--- config.mk ---
export PLATFORM = sky130hd
export DESIGN_NAME = fwd_interlock_unit
export DESIGN_NICKNAME = d
export VERILOG_FILES = /design/src/rtl/fwd_pkg.sv /design/src/rtl/fwd_src_pick.sv /design/src/rtl/fwd_hazard_detect.sv /design/src/rtl/fwd_interlock_unit.sv
export SDC_FILE = /design/constraint.sdc
export NUM_CORES = 1
export LEC_CHECK = 0
export BUFFER_PORTS_ARGS = -buffer_cell sky130_fd_sc_hd__buf_2
export CAP_MARGIN = 0
export CORE_MARGIN = 8
export CORE_UTILIZATION = 35
export DETAILED_ROUTE_END_ITERATION = 16
export GPL_TIMING_DRIVEN = 1
export PLACE_DENSITY = 0.72
export SLEW_MARGIN = 40
export SYNTH_ARGS = -nofsm -noshare
export SYNTH_HDL_FRONTEND = slang
export SYNTH_SLANG_ARGS = --single-unit
export TNS_END_PERCENT = 50
--- constraint.sdc ---
create_clock -name clk -period 1.28 [get_ports clk]
set_input_delay 0.064 -clock clk [delete_from_list [all_inputs] [get_ports clk]]
set_output_delay 0.064 -clock clk [all_outputs]
set_load 0.005 [all_outputs]
--- src/rtl/fwd_pkg.sv ---
package fwd_pkg;
  typedef enum logic [1:0] {
    SRC_RF      = 2'b00,
    SRC_EXM_ALU = 2'b01,
    SRC_MWB_ALU = 2'b10,
    SRC_MWB_LD  = 2'b11
  } fwd_src_e;
endpackage

--- src/rtl/fwd_src_pick.sv ---
module fwd_src_pick
  import fwd_pkg::*;
#(
  parameter int REG_AW = 5
) (
  input  logic [REG_AW-1:0] src,
  input  logic [REG_AW-1:0] ex_rd,
  input  logic              ex_wen,
  input  logic              ex_is_load,
  input  logic [REG_AW-1:0] mem_rd,
  input  logic              mem_wen,
  input  logic              mem_is_load,
  output fwd_src_e          pick,
  output logic              ex_load_hit
);
  localparam logic [REG_AW-1:0] ZERO_REG = '0;

  logic ex_match, mem_match;

  // a destination of register 0 or with write disabled never matches
  assign ex_match  = ex_wen  && (ex_rd  != ZERO_REG) && (ex_rd  == src);
  assign mem_match = mem_wen && (mem_rd != ZERO_REG) && (mem_rd == src);
  assign ex_load_hit = ex_match && ex_is_load;

  always_comb begin
    if (ex_match) begin
      // younger producer wins; a load there is handled by the interlock
      pick = ex_is_load ? SRC_RF : SRC_EXM_ALU;
    end else if (mem_match) begin
      pick = mem_is_load ? SRC_MWB_LD : SRC_MWB_ALU;
    end else begin
      pick = SRC_RF;
    end
  end
endmodule

--- src/rtl/fwd_hazard_detect.sv ---
module fwd_hazard_detect (
  input  logic a_load_hit,
  input  logic b_load_hit,
  input  logic is_store,
  output logic stall,
  output logic store_path
);
  // store data is needed only in memory, so rs2 of a store can wait
  assign stall      = a_load_hit || (b_load_hit && !is_store);
  assign store_path = b_load_hit && is_store && !stall;
endmodule

--- src/rtl/fwd_interlock_unit.sv ---
module fwd_interlock_unit
  import fwd_pkg::*;
#(
  parameter int REG_AW = 5
) (
  input  logic              clk,
  input  logic              rst,
  input  logic [REG_AW-1:0] id_rs1,
  input  logic [REG_AW-1:0] id_rs2,
  input  logic              id_is_store,
  input  logic [REG_AW-1:0] ex_rd,
  input  logic              ex_wen,
  input  logic              ex_is_load,
  input  logic [REG_AW-1:0] mem_rd,
  input  logic              mem_wen,
  input  logic              mem_is_load,
  output logic              pc_hold,
  output logic              ifid_hold,
  output logic              idex_bubble,
  output logic [1:0]        opa_sel,
  output logic [1:0]        opb_sel,
  output logic              store_fwd
);
  localparam int NUM_OPS = 2;

  logic [REG_AW-1:0] src_num  [NUM_OPS];
  fwd_src_e          pick     [NUM_OPS];
  logic              ld_hit   [NUM_OPS];
  fwd_src_e          sel_q    [NUM_OPS];
  logic              stall;
  logic              store_path;
  logic              st_ex_q, st_mem_q;

  assign src_num[0] = id_rs1;
  assign src_num[1] = id_rs2;

  for (genvar g = 0; g < NUM_OPS; g++) begin : g_op
    fwd_src_pick #(.REG_AW(REG_AW)) u_pick (
      .src         (src_num[g]),
      .ex_rd       (ex_rd),
      .ex_wen      (ex_wen),
      .ex_is_load  (ex_is_load),
      .mem_rd      (mem_rd),
      .mem_wen     (mem_wen),
      .mem_is_load (mem_is_load),
      .pick        (pick[g]),
      .ex_load_hit (ld_hit[g])
    );

    always_ff @(posedge clk) begin
      if (rst || stall) sel_q[g] <= SRC_RF;
      else              sel_q[g] <= pick[g];
    end
  end

  fwd_hazard_detect u_hz (
    .a_load_hit (ld_hit[0]),
    .b_load_hit (ld_hit[1]),
    .is_store   (id_is_store),
    .stall      (stall),
    .store_path (store_path)
  );

  // store-data flag travels with the store through execute into memory
  always_ff @(posedge clk) begin
    if (rst) begin
      st_ex_q  <= 1'b0;
      st_mem_q <= 1'b0;
    end else begin
      st_ex_q  <= store_path;
      st_mem_q <= st_ex_q;
    end
  end

  assign pc_hold     = stall;
  assign ifid_hold   = stall;
  assign idex_bubble = stall;
  assign opa_sel     = sel_q[0];
  assign opb_sel     = sel_q[1];
  assign store_fwd   = st_mem_q;
endmodule

==> impl_metrics.toml <==
[run_status]
status = "complete, but fails checks"
violations = "setup timing"

[synthesis]
ys_seq_area_share_pct = 23.5
syn_area_um2 = 512
syn_avg_cell_area_um2 = 8.82
synth_top_family_by_area = "XOR/XNOR gates"
syn_nets = 85
synth_xor_area_share_pct = 34.2
synth_fa_ha_area_share_pct = 0
synth-compound-area-share_pct = 10.3
syn-instance-count = 58
ys_types = 22
yosysWarningCount = 0
synth_seq_cells = 6
muxShareOfSynthArea_pct = 0
synth_simple_gate_area_share_pct = 26.9

[clock_network]
cts_buffer_depth = 2
cts_made_buffers = 3
clk-insertion-delay-late_ps = 240
htree_levels = 1
cts_sinks = 6
cts-root-buf = "clkbuf_4"
cts_setup_buffers = 0
tritoncts = "built"
path_clk_slew_ps = 40

[routing]
vias = 582
drc = 0
wl_per_cell_um = 12.4
drt_first_iter_violations = 3
first_pass_iters = 2
postRouteWirelength_um = 1470
drt-vias-per-instance = 4.93
antenna_left = 0

[timing]
slew_viol_final = 0
setup_ws_ps = -133
maxSlewHeadroom_pct = 66.5
rsz0062_at_grt = "true"
fin_setup_tns_ps = -397
setup_viol = 3
period_minus_slack_ps = 1410
hold_viol = 0
fin_crit_sh_pct = 110
worstMarginPinSlew_ps = 498
fin_skew_ps = 0.0170
fmax_mhz = 708

[setup_path]
crit_buf_inv = 3
critPathLaunchType = "input port"
timing.rr.start = "st_ex_q$_SDFF_PP0_"
cp.required_ps = 1220
cpPeakStageDelay_ps = 520
critPathKind = "in -> out"
critPathLaunch = "ex_rd[1]"
end_kind = "primary output"
critPathSlowestCell = "or4_4"
arrival_ps = 1350
cp_cell_sequence = "buf_2, or4_4, o21ai_4, nor4_4, a22oi_2, inv_1, buf_2"
crit_family = "simple AND/OR/NAND/NOR gates"
path_max_fanout = 3
critPathMostFrequentCell = "buf_2"

[layout]
area_delta_synth_final_pct = 59.2
fin_nets = 132
drive_gt1_share_pct = 52.4
fillers = 126
final_cell_mix = "33 x buf_2, 14 x xnor2_1, 10 x buf_4, 6 x xor2_1, 6 x dfxtp_1"
diodes = 0
stdcell_area_um2 = 815
final_common_cell = "buf_2"

[pwr]
peakVddDrop_mv = 0.243
leakage_uw = 0.000375
p_per_area_nw_per_um2 = 658

[place]
dpl.hpwl_um = 1340
portBuffers = 34
gp_congestion = 0.703
postPlaceCellArea_um2 = 761

[floorplan]
fp-row-count = 13
start_util_pct = 38.4
die_w_um = 54.2
core_um2 = 1330
dieArea_um2 = 2940
die_y_um = 54.2
io_pins = 35

[grt]
antenna_found_initial = 0
use_met2_pct = 17.9
grt-busiest-layer = "met2"
grt_pass1_vias = 628
grt_pass1_wl_um = 2340
track_usage_pct = 10.4
grt.met1_usage_pct = 10.6
grt_max_degree = 6
gr-total-overflow = 0
grt.met3_usage_pct = 3.52

[run]
max-cap-violations = 0

[worst_hold_path]
min_from = "ex_is_load"
min_path_type = "in -> reg"
-- synth_stat cells --
master,count,area (um^2)
a211oi_1,1,7.51
a21boi_1,1,7.51
a21oi_1,1,5.00
a22oi_1,2,15.0
buf_4,2,15.0
dfxtp_1,6,120
inv_1,3,11.3
nand2_1,3,11.3
nand2b_4,1,13.8
nand3_1,2,10.0
nand4_1,2,12.5
nor2_1,1,3.75
nor2b_1,3,18.8
nor3_1,1,5.00
nor4_2,2,25.0
nor4b_1,1,8.76
o21ai_2,1,8.76
o32ai_1,1,8.76
or2_2,1,6.26
or4_1,3,22.5
xnor2_1,14,123
xor2_1,6,52.6
-- metrics by stage --
stage / hold WS, ps / setup WS (ps) / instances / utilization [%] / total power [uW]
6_report: 88.6 / -133 / 118 / 61.1 / 536
5_1_grt: 86.8 / -228 / 118 / 61.1 / 572
4_1_cts: 61.1 / -173 / 118 / 59.6 / 536
3_5_place_dp: 313 / -221 / 115 / 57.0 / 363
3_3_place_gp: 308 / -154 / 115 / 57.0 / 360
2_1_floorplan: 136 / -70.4 / 58 / - / 267
-- flip-flops by register name, indices dropped and copies added (netlist names) --
| signal | count |
|---|---|
| sel_q | 4 |
| st_ex_q | 1 |
| store_fwd | 1 |
-- final timing paths --
kind                       endpoint  slack [ps]  depth (start not counted)
max reg2reg    store_fwd$_SDFF_PP0_         770                          1
min          sel_q[1][0]$_SDFF_PP0_          90                          2
min reg2reg    store_fwd$_SDFF_PP0_         440                          1
max                         pc_hold        -130                          7
-- final cells by class --
type | count | area [um^2] | share of cell area, %
clock buffer | 3 | 22.5 | 2.76
sequential | 6 | 120 | 14.7
tap | 15 | 18.8 | 2.30
inverter | 3 | 11.3 | 1.38
multi-input combinational | 47 | 390 | 47.9
timing repair buffer | 44 | 251 | 30.9
-- metal layers --
metal / up-vias / wire [um]
li1: 291 / -
met2: 28 / 711
met4: 0 / 6
met3: 2 / 159
met1: 261 / 591
met5: - / 0
-- repair_timing --
action	CTS	global route
hold buffers	0	0
gates resized for setup	2	3
pin swaps	2	4
setup endpoints to repair	3	4
-- power by group --
| part | internal (uW) | leakage, uW | switching (uW) | total (uW) |
|---|---|---|---|---|
| logic | 98.5 | 0.000312 | 82.1 | 181 |
| clock network | 106 | 0.0000138 | 60.1 | 166 |
| registers | 189 | 0.0000484 | 0.290 | 190 |
| total | 393 | 0.000375 | 142 | 536 |
-- cell families after synthesis --
logic type             after synthesis
AND/OR/NAND/NOR                     20
buffers and inverters                5
flip-flops                           6
AO/OA/AOI/OAI                        7
XOR/XNOR                            20
No activity file was read; power rests on OpenSTA's default activity.
